[src/rtl/irq_route_pkg.sv]
package irq_route_pkg;

    localparam int unsigned LINES   = 16;
    localparam int unsigned SEL_W   = $clog2(LINES);
    localparam int unsigned REG_W   = 8;
    localparam logic [REG_W-1:0] CFG_RESET = 8'h80;

    typedef struct packed {
        logic             off;
        logic [2:0]       pad;
        logic [SEL_W-1:0] sel;
    } route_cfg_t;

    typedef logic [LINES-1:0] line_vec_t;

    // Legal target codes; others are reserved and route nowhere
    function automatic logic code_ok(input logic [SEL_W-1:0] c);
        case (c)
            4'd0, 4'd1, 4'd2, 4'd8, 4'd13: code_ok = 1'b0;
            default:                       code_ok = 1'b1;
        endcase
    endfunction

    function automatic route_cfg_t pack_cfg(input logic [REG_W-1:0] d);
        route_cfg_t c;
        c.off = d[7];
        c.pad = 3'b000;
        c.sel = d[SEL_W-1:0];
        return c;
    endfunction

endpackage

[src/rtl/irq_route_cfg.sv]
module irq_route_cfg
    import irq_route_pkg::*;
(
    input  logic             clk,
    input  logic             rst,
    input  logic             wr_en,
    input  logic [REG_W-1:0] wr_data,
    output route_cfg_t       cfg
);

    route_cfg_t cfg_q;

    always_ff @(posedge clk) begin
        if (rst) begin
            cfg_q <= route_cfg_t'(CFG_RESET);
        end else if (wr_en) begin
            cfg_q <= pack_cfg(wr_data);
        end
    end

    assign cfg = cfg_q;

endmodule

[src/rtl/irq_route_dec.sv]
module irq_route_dec
    import irq_route_pkg::*;
(
    input  route_cfg_t cfg,
    input  logic       req,
    output line_vec_t  lines
);

    for (genvar i = 0; i < LINES; i++) begin : g_line
        localparam logic [SEL_W-1:0] CODE = SEL_W'(i);
        if (code_ok(CODE)) begin : g_legal
            assign lines[i] = req & ~cfg.off & (cfg.sel == CODE);
        end else begin : g_rsvd
            assign lines[i] = 1'b0;
        end
    end

endmodule

[src/rtl/irq_route.sv]
module irq_route
    import irq_route_pkg::*;
(
    input  logic        clk,
    input  logic        rst,
    input  logic        wr_en,
    input  logic [7:0]  wr_data,
    output logic [7:0]  rd_data,
    input  logic        irq_in,
    output logic [15:0] irq_out
);

    route_cfg_t cfg;
    line_vec_t  lines;

    irq_route_cfg u_cfg (
        .clk     (clk),
        .rst     (rst),
        .wr_en   (wr_en),
        .wr_data (wr_data),
        .cfg     (cfg)
    );

    irq_route_dec u_dec (
        .cfg   (cfg),
        .req   (irq_in),
        .lines (lines)
    );

    assign rd_data = cfg;
    assign irq_out = lines;

endmodule

[config.mk]
export PLATFORM = sky130hd
export DESIGN_NAME = irq_route
export DESIGN_NICKNAME = d
export VERILOG_FILES = /design/src/rtl/irq_route_pkg.sv /design/src/rtl/irq_route_cfg.sv /design/src/rtl/irq_route_dec.sv /design/src/rtl/irq_route.sv
export SDC_FILE = /design/constraint.sdc
export NUM_CORES = 1
export LEC_CHECK = 0
export BUFFER_PORTS_ARGS = -buffer_cell sky130_fd_sc_hd__buf_2
export CORE_AREA = 10 10 47 49
export CTS_BUF_LIST = sky130_fd_sc_hd__clkbuf_2 sky130_fd_sc_hd__clkbuf_4 sky130_fd_sc_hd__clkbuf_8
export CTS_CLUSTER_SIZE = 14
export DETAILED_ROUTE_END_ITERATION = 10
export DIE_AREA = 0 0 57 59
export GPL_TIMING_DRIVEN = 0
export REMOVE_ABC_BUFFERS = 1
export SLEW_MARGIN = 20
export SYNTH_ARGS = -nofsm -noshare
export SYNTH_HDL_FRONTEND = slang
export SYNTH_SLANG_ARGS = --single-unit
[constraint.sdc]
create_clock -name clk -period 1.7 [get_ports clk]
set_input_delay 0.085 -clock clk [delete_from_list [all_inputs] [get_ports clk]]
set_output_delay 0.085 -clock clk [all_outputs]
set_load 0.02 [all_outputs]
==> summary.md, run 1 <==
| Metric | Value |
|---|---|
| First-pass GRT wire length | 1.614 mm |
| Critical path data arrival time | 1370 ps |
| Cts hold-fix bufs | 0 |
| Unique cell type count in the Yosys netlist | 14 |
| CTS clk-pin slew, worst paths | 40 ps |
| Total I/O pin count | 36 |
| Root buf cell | clkbuf_4 |
| Vias in the first global route | 360 |
| Placed inst area | 446.7 sq um |
| MaxCap Viol Count | 0 |
| Largest area contributor in the netlist | dfxtp_1 |
| Synth area leaders | dfxtp_1 (29%), buf_4 (17%), nor2_1 (15%), mux2i_1 (12%), nand4bb_1 (6.5%) |
| Die footprint | 3363 sq um |
| DRC viols | 0 |
| Area share of fa/ha/maj cells after synthesis | 0 |
| Post-Route Skew | 0 ps |
| Die W | 57 microns |
| Post-layout util | 0.3402 |
| Core Rows | 14 |
| DRT met1 WL | 363 microns |
| Leakage | 0.0002607 uW |
| CTS resizes | 0 |
| Worst-skew pair later-pin latency | 240 ps |
| WL/cell | 11.84 microns |
| Max reg flops | 5 |
| Sink Count | 5 |
| Synth Register Bits | 5 |
| Post-detailed-routing wire length | 1.006 mm |
| FMAX | 0.6857 GHz |
| Mux cell area share after synthesis | 0.1159 |
| Worst-path fanout max | 6 |
| ANT nets after route | 0 |
| Largest net degree at the start of global routing | 7 |
| Initial drt markers | 5 |
| RSZ-0062 raised after global routing | no |
| Inserted Clock Buffers | 3 |
| Crit end category | primary output |
| Placer congestion estimate | 0.7440 |
| Grt total ovfl | 0 |
| Post-CTS setup buffers | 0 |
| Synth Instances | 43 |
| Post-synthesis sequential area ratio | 0.2899 |
| Fin crit share | 0.8578 |
| ANT cells | 0 |
| Compound-Gate Fraction of Synth Area | 0.02536 |
| Top-area cell type share of the netlist area | 0.2899 |
| Synth Area in XOR/XNOR | 0 |
| Final hold slack | 49.55 ps |
| Share of layout cells above drive strength 1 | 0.4348 |
| Pins Over Slew Limit | 0 |
| Final Hold Vio Count | 0 |
| Fillcell total | 169 |
| Die Ht | 59 microns |
| Core footprint | 1401 sq um |
| Avg Cell Area, Syn | 8.031 sq um |
| Routed wl met3 | 132 microns |
| Htree depth | 1 |
| Top layer in use | met3 |
| DP Wirelength | 894 microns |
| Area growth, synth to finish | 38.04% |
| Synth warn | 0 |
| R2R depth | 2 |
| Hold Path Cell Cnt | 2 |
| Post-synthesis simple-gate area fraction | 0.3696 |
| Period minus WS final | 1458 ps |
| Initial antenna violation count | 0 |
| CTS tree | yes |
| GRT Total Usage | 0.06158 |
| # setup viols final | 0 |
| CP Cell Sequence | or4b_4 -> nor2_1 -> buf_2 |
| Mapped Area | 345.3 sq um |
| Final Cell Area | 476.7 sq um |
| Worst Hold Class | input pin to flip-flop |
| Final TNS setup | 0 ps |
| Worst-case clock buffer depth | 2 |
| Routed vias | 339 |
| I/O Buffers | 24 |
| Max VDD drop | 0.3571 mV |
| Starting Density | 0.2464 |
| First drt pass iteration count | 4 |
| Vias per std cell | 3.988 |
| Critical Path Max Stage Delay | 530 ps |
| Power Density | 747.4 nW/um^2 |
| Max stage delay cell, worst path | or4b_4 |
| Met2 WL post-DR | 510 microns |
| Main combinational cell family by area after synthesis | simple AND/OR/NAND/NOR gates |
| WP data required | 1620 ps |
| Startpoint types | flip-flop |
| Status | complete, no violations |
| Nets | 82 |
| Setup CP Type | flip-flop to primary output |
## area by class of cell
cell class	instances	area, sq um	area share
clock buffers	4	30.03	0.06299
multi-input cells	36	206.4	0.4331
flip-flops and latches	5	100.1	0.2100
well taps	16	20.02	0.04199
repair buffers	24	120.1	0.2520
## layout by cell type, fill, tap and decap left out
cell	netlist	final
conb_1	1	8
nand4b_1	1	1
buf_2	1	24
nand2b_1	2	2
or4b_4	1	1
mux2i_1	4	4
clkbuf_4	0	4
a211o_1	1	1
nand2_1	1	1
nor3_1	1	1
nor2_1	14	14
nor2b_2	1	1
dfxtp_1	5	5
nand4bb_1	2	2
## path summary, 6_finish.rpt
| check | end | startpoint | slack, ps |
|---|---|---|---|
| worst min-delay path | u_cfg.cfg[7]$_SDFFE_PP1P_ | wr_data[7] | 50 |
| worst max register to register | u_cfg.cfg[7]$_SDFFE_PP1P_ | u_cfg.cfg[7]$_SDFFE_PP1P_ | 890 |
| worst max-delay path | irq_out[4] | u_cfg.cfg[0]$_SDFFE_PP0P_ | 240 |
| worst min register to register | u_cfg.cfg[2]$_SDFFE_PP0P_ | u_cfg.cfg[2]$_SDFFE_PP0P_ | 570 |
## kinds of logic (layout without fill, tap and decap cells)
group | count (synthesis) | after routing
DFF | 5 | 5
other | 1 | 8
and+or+nand+nor | 23 | 23
AOI/OAI and AO/OA | 1 | 1
buffers and inverters | 9 | 28
muxes | 4 | 4
## cell usage after synthesis (all sizes together)
cell     count
conb         1
mux2i        4
nand2b       2
nor3         1
nand4b       1
nand2        1
dfxtp        5
or4b         1
buf          9
a211o        1
nor2b        1
nor2        14
nand4bb      2
## metal layers
layer / track usage / up-vias
met5: 0 / -
met3: 0.04506 / 0
li1: - / 178
met2: 0.09457 / 16
met4: 0.04027 / 0
met1: 0.05755 / 145
## critical path: cells and delay by family (launching register included)
kind,cells,cell delay [ps]
AND/OR/NAND/NOR,2,620
buffers and inverters,1,170
flip-flops,1,350
## where the power goes
group | total [uW] | switching [uW] | internal [uW]
Clock | 153 | 48.4 | 105
Sequential | 134 | 9.32 | 125
Combinational | 68.8 | 43.6 | 25.2
Total | 356 | 101 | 255
## metrics by stage
step                power (uW)  worst slack [ps]  cells
detailed placement       205.6             494.6     81
global route             385.8             156.0     85
CTS                      365.9             225.4     85
finish                   356.3             241.7     85
global placement         204.5             503.8     81
floorplan                179.8             383.5     41
No activity file was read; power rests on OpenSTA's default activity.
==> run 2: changes to the inputs <==
- CELL_PAD_IN_SITES_DETAIL_PLACEMENT: default -> 0
- CELL_PAD_IN_SITES_GLOBAL_PLACEMENT: default -> 1
- CORE_AREA: 10 10 47 49 -> default
- CORE_MARGIN: default -> 10
- CORE_UTILIZATION: default -> 23
- DIE_AREA: 0 0 57 59 -> default
- PLACE_DENSITY_LB_ADDON: default -> 0.1
==> run 2 against run 1 <==
Final area fell by 0.26%. Maximum frequency down 0.51%. Total power shrank 1.0%. Combinational power barely moved. Register-to-register slack worse by 20 ps. Core utilization increased by 1.2 points. Wire length rose by 4.1%. Critical path depth unchanged. Cell count fell by 1.2%. Via count is 1.2% lower. Sequential power about the same. Sequential share of layout area rose by 0.055 points. Critical path type unchanged.
==> summary.md, run 2 (same netlist as run 1, synthesis figures left out) <==
| Metric | Value |
|---|---|
| Core Rows | 13 |
| First-pass GRT wire length | 1.745 mm |
| Share of layout cells above drive strength 1 | 0.4348 |
| Sink Count | 5 |
| Stages on worst setup path | 3 |
| Post-CTS setup buffers | 0 |
| Crit path buf inv count | 1 |
| Post-Route Skew | 0 ps |
| Worst-path fanout max | 6 |
| Initial antenna violation count | 0 |
| Area growth, synth to finish | 37.68% |
| Period minus WS final | 1466 ps |
| Pins Over Slew Limit | 0 |
| Max stage delay cell, worst path | or4b_4 |
| Crit-path leading delay family | simple AND/OR/NAND/NOR gates |
| Vias in the first global route | 363 |
| Fin crit share | 0.8622 |
| Starting Density | 0.2558 |
| Final Hold Vio Count | 0 |
| Max reg flops | 5 |
| CTS clk-pin slew, worst paths | 40 ps |
| Placer congestion estimate | 0.6714 |
| R2R depth | 2 |
| Vias per std cell | 3.988 |
| Startpoint types | flip-flop |
| CTS tree | yes |
| Core footprint | 1350 sq um |
| Initial drt markers | 7 |
| Critical Path Max Stage Delay | 550 ps |
| MaxCap Viol Count | 0 |
| Worst-skew pair later-pin latency | 230 ps |
| I/O Buffers | 24 |
| Inserted Clock Buffers | 3 |
| Hold Path Cell Cnt | 2 |
| Root buf cell | clkbuf_4 |
| Status | complete, no violations |
| Final Cell Area | 475.5 sq um |
| WL/cell | 12.46 microns |
| Post-route setup slack | 234.3 ps |
| Dpl ws | 472.5 ps |
| Grt total ovfl | 0 |
| Critical path data arrival time | 1380 ps |
| Crit end category | primary output |
| Post-detailed-routing wire length | 1.047 mm |
| Commonest cells after routing, fill and taps aside | buf_2 (24), nor2_1 (14), conb_1 (8) |
| GRT Total Usage | 0.06178 |
| Htree depth | 1 |
| ANT nets after route | 0 |
| DRC viols | 0 |
| # setup viols final | 0 |
| Setup CP Type | flip-flop to primary output |
| First drt pass iteration count | 3 |
| WP data required | 1620 ps |
| Footprint of the multi-input gates | 206.4 sq um |
| Reg area | 100.1 sq um |
| Nets | 82 |
| Max VDD drop | 0.3016 mV |
| Cts hold-fix bufs | 0 |
| DP Wirelength | 912.7 microns |
| Die Ht | 58.75 microns |
| Largest net degree at the start of global routing | 7 |
| Leakage | 0.0002607 uW |
| Fillcell total | 151 |
| FMAX | 0.6823 GHz |
| Worst Hold Class | input pin to flip-flop |
| Worst-case clock buffer depth | 2 |
| Total Power | 352.7 uW |
| RSZ-0062 raised after global routing | no |
| Routed vias | 335 |
| Placed inst area | 445.4 sq um |
| Die W | 58.75 microns |
| CTS resizes | 0 |
| Final TNS setup | 0 ps |
| CP Cell Sequence | or4b_4 -> nor2_1 -> buf_2 |
| ANT cells | 0 |
| Power Density | 741.8 nW/um^2 |
| Commonest non-fill, non-tap cell in the layout | buf_2 |
| Die footprint | 3452 sq um |
| Total I/O pin count | 36 |
==> run 2: cell counts in the layout (fill, tap and decap cells not counted) <==
No cell type changed its count.
==> run 2: power breakdown <==
group	internal, uW	switching [uW]	leakage [uW]
sequential	125	9.64	0.0000414
combinational	25.3	43.8	0.000201
clock	104	44.5	0.0000184
total	255	97.9	0.000261
==> run 2: metal layers <==
layer | track usage | wire (microns) | vias up
li1 | - | - | 177
met1 | 0.07461 | 423 | 135
met2 | 0.07658 | 412 | 23
met3 | 0.04721 | 211 | 0
met4 | 0.02951 | 0 | 0
met5 | 0 | 0 | -
==> run 2: stage by stage <==
stage          utilization  cells  hold slack [ps]
2_1_floorplan            -     41            157.4
6_report            0.3522     84            59.64
5_1_grt             0.3522     84            51.57
3_3_place_gp        0.3299     80            299.1
3_5_place_dp        0.3299     80            301.4
4_1_cts             0.3522     84            56.08
==> run 2: layout make-up <==
cell class | instances | area share
Multi-Input combinational cell | 36 | 0.4342
Tap cell | 15 | 0.03947
Clock buffer | 4 | 0.06316
Timing Repair Buffer | 24 | 0.2526
Sequential cell | 5 | 0.2105
==> run 2: final timing paths <==
kind	startpoint	to	slack, ps
max	u_cfg.cfg[7]$_SDFFE_PP1P_	irq_out[6]	230
max reg2reg	u_cfg.cfg[7]$_SDFFE_PP1P_	u_cfg.cfg[7]$_SDFFE_PP1P_	870
min reg2reg	u_cfg.cfg[1]$_SDFFE_PP0P_	u_cfg.cfg[1]$_SDFFE_PP0P_	570
min	wr_data[7]	u_cfg.cfg[7]$_SDFFE_PP1P_	60
==> run 2: worst reg2reg max path, stage by stage, from the launching register on <==
cell	delay, ps
dfxtp_1	340
nor2b_2	160
a211o_1	220
==> run 3: changes to the inputs <==
--- a/config.mk
+++ b/config.mk
@@ -9,4 +9,5 @@
 export CELL_PAD_IN_SITES_DETAIL_PLACEMENT = 0
 export CELL_PAD_IN_SITES_GLOBAL_PLACEMENT = 1
+export CORE_ASPECT_RATIO = 0.9
 export CORE_MARGIN = 10
 export CORE_UTILIZATION = 23
==> constraint.sdc (replaced) <==
create_clock -name clk -period 1.7 [get_ports clk]
set_input_delay 0.34 -clock clk [delete_from_list [all_inputs] [get_ports clk]]
set_output_delay 0.34 -clock clk [all_outputs]
set_load 0.02 [all_outputs]
==> run 3 against run 2 <==
Clock power up 3%. Critical path depth unchanged. Clock-buffer cell count unchanged. Final area up 5.3%. Non-clock buffer count up 1. Wire length up 1.4%. Sequential power about the same. Flip-flop and latch count unchanged.
==> summary.md, run 3 (same netlist as run 1, synthesis figures left out) <==
| Metric | Value |
|---|---|
| Commonest non-fill, non-tap cell in the layout | buf_2 |
| Dpl ws | 181.3 ps |
| CTS clk-pin slew, worst paths | 40 ps |
| ANT cells | 0 |
| Fin crit share | 0.9921 |
| Post-Route Skew | 0 ps |
| Placer congestion estimate | 0.6238 |
| Post-route setup slack | 13.36 ps |
| Leakage | 0.0002657 uW |
| Period minus WS final | 1687 ps |
| Reg area | 103.9 sq um |
| Reg-to-Reg End | u_cfg.cfg[7]$_SDFFE_PP1P_ |
| Post-detailed-routing wire length | 1.062 mm |
| Die footprint | 3454 sq um |
| CTS tree | yes |
| DRC viols | 0 |
| Inserted Clock Buffers | 3 |
| WP data required | 1360 ps |
| Routed vias | 352 |
| Cts hold-fix bufs | 0 |
| RSZ-0062 raised after global routing | yes |
| R2R depth | 3 |
| I/O Buffers | 24 |
| ANT nets after route | 0 |
| Sw Share | 0.2856 |
| GRT Total Usage | 0.05971 |
| Final TNS setup | 0 ps |
| Initial antenna violation count | 0 |
| Switching Power | 103.3 uW |
| Core Rows | 13 |
| Worst Hold Class | input pin to flip-flop |
| Status | complete, no violations |
| Die W | 60.85 microns |
| Htree depth | 1 |
| Footprint of the multi-input gates | 211.5 sq um |
| Vias in the first global route | 392 |
| Worst-case clock buffer depth | 2 |
| Root buf cell | clkbuf_4 |
| Pins Over Slew Limit | 0 |
| CP Capture Point | irq_out[6] |
| Area growth, synth to finish | 44.93% |
| MaxCap Viol Count | 0 |
| Initial drt markers | 0 |
| # setup viols final | 0 |
| Setup CP Type | flip-flop to primary output |
| Worst-path fanout max | 6 |
| Vias per std cell | 4.141 |
| Core footprint | 1431 sq um |
| Total I/O pin count | 36 |
| R2R Path Start | u_cfg.cfg[7]$_SDFFE_PP1P_ |
| Internal power | 258.4 uW |
| WL/cell | 12.49 microns |
| Clk pwr share | 0.423 |
| FMAX | 0.5929 GHz |
| Worst-skew pair later-pin latency | 240 ps |
| Logic gate share of total power | 0.205 |
| Starting Density | 0.2413 |
| Sequential Power Share | 0.372 |
| Commonest cells after routing, fill and taps aside | buf_2 (22), nor2_1 (12), conb_1 (8) |
| Share of layout cells above drive strength 1 | 0.5143 |
| Critical path data arrival time | 1350 ps |
| Fillcell total | 160 |
| Power Density | 722.6 nW/um^2 |
| First drt pass iteration count | 1 |
| Post-layout util | 0.3497 |
| Grt total ovfl | 0 |
| Largest net degree at the start of global routing | 7 |
| Max VDD drop | 0.3666 mV |
| Sink Count | 5 |
| R2r setup slk | 780 ps |
| Max reg flops | 5 |
| DP Wirelength | 903.4 microns |
| Final Hold Vio Count | 0 |
| Worst Setup SP | u_cfg.cfg[0]$_SDFFE_PP0P_ |
| Startpoint types | flip-flop |
| Die Ht | 56.76 microns |
| First-pass GRT wire length | 1.621 mm |
| Nets | 83 |
| Crit end category | primary output |
run 3: per-stage QoR:
step                      hold slack [ps]  area [sq um]  instances  power, uW
after floorplan                     412.4         306.5         41      179.8
after global placement              544.9         445.4         80      206.1
after detailed placement            550.0         445.4         80      206.1
after CTS                           300.4         493.0         85      367.9
after global routing                300.2         500.5         85      384.5
final                               308.2         500.5         85      361.7
run 3: worst min-delay path by stage:
stage          startpoint                   endpoint  slack, ps  cells past startpoint
3_3_place_gp   wr_data[7]  u_cfg.cfg[7]$_SDFFE_PP1P_        540                      2
3_5_place_dp   wr_data[7]  u_cfg.cfg[7]$_SDFFE_PP1P_        550                      2
5_1_grt        wr_data[7]  u_cfg.cfg[7]$_SDFFE_PP1P_        300                      2
6_report       wr_data[7]  u_cfg.cfg[7]$_SDFFE_PP1P_        310                      2
4_1_cts        wr_data[7]  u_cfg.cfg[7]$_SDFFE_PP1P_        300                      2
2_1_floorplan         rst  u_cfg.cfg[0]$_SDFFE_PP0P_        410                      1
run 3: power groups by stage:
stage | sequential [uW] | combinational [uW] | clock, uW
after global placement | 137 | 69.0 | 0
after global routing | 137 | 80.1 | 167
final | 135 | 74.0 | 153
after detailed placement | 137 | 69.2 | 0
after CTS | 134 | 73.2 | 160
after floorplan | 144 | 35.8 | 0
run 3: critical path, cell delays in order, from the launching register on:
cell	delay [ps]
dfxtp_2	340
or4b_4	530
nor2_2	90
buf_4	140
run 3: layout make-up:
class | count | share of cell area
Multi-Input combinational cell | 36 | 0.4225
Timing Repair Buffer | 25 | 0.2725
Clock buffer | 4 | 0.06000
Sequential cell | 5 | 0.2075
Tap cell | 15 | 0.03750
run 3: timing repair:
item                                    CTS  global route
endpoints found under the setup margin    2             2
endpoints found under the hold margin     0             0
gates resized for setup                   5             3
setup buffers                             1             0
run 3: per-layer routing:
| layer | share of wire | vias to the layer above | wire length (microns) | GRT usage |
|---|---|---|---|---|
| met3 | 0.16 | 0 | 168 | 0.02697 |
| met2 | 0.43 | 22 | 460 | 0.08297 |
| met5 | 0 | - | 0 | 0 |
| met4 | 0 | 0 | 0 | 0.04702 |
| met1 | 0.41 | 150 | 432 | 0.06716 |
| li1 | - | 180 | - | - |
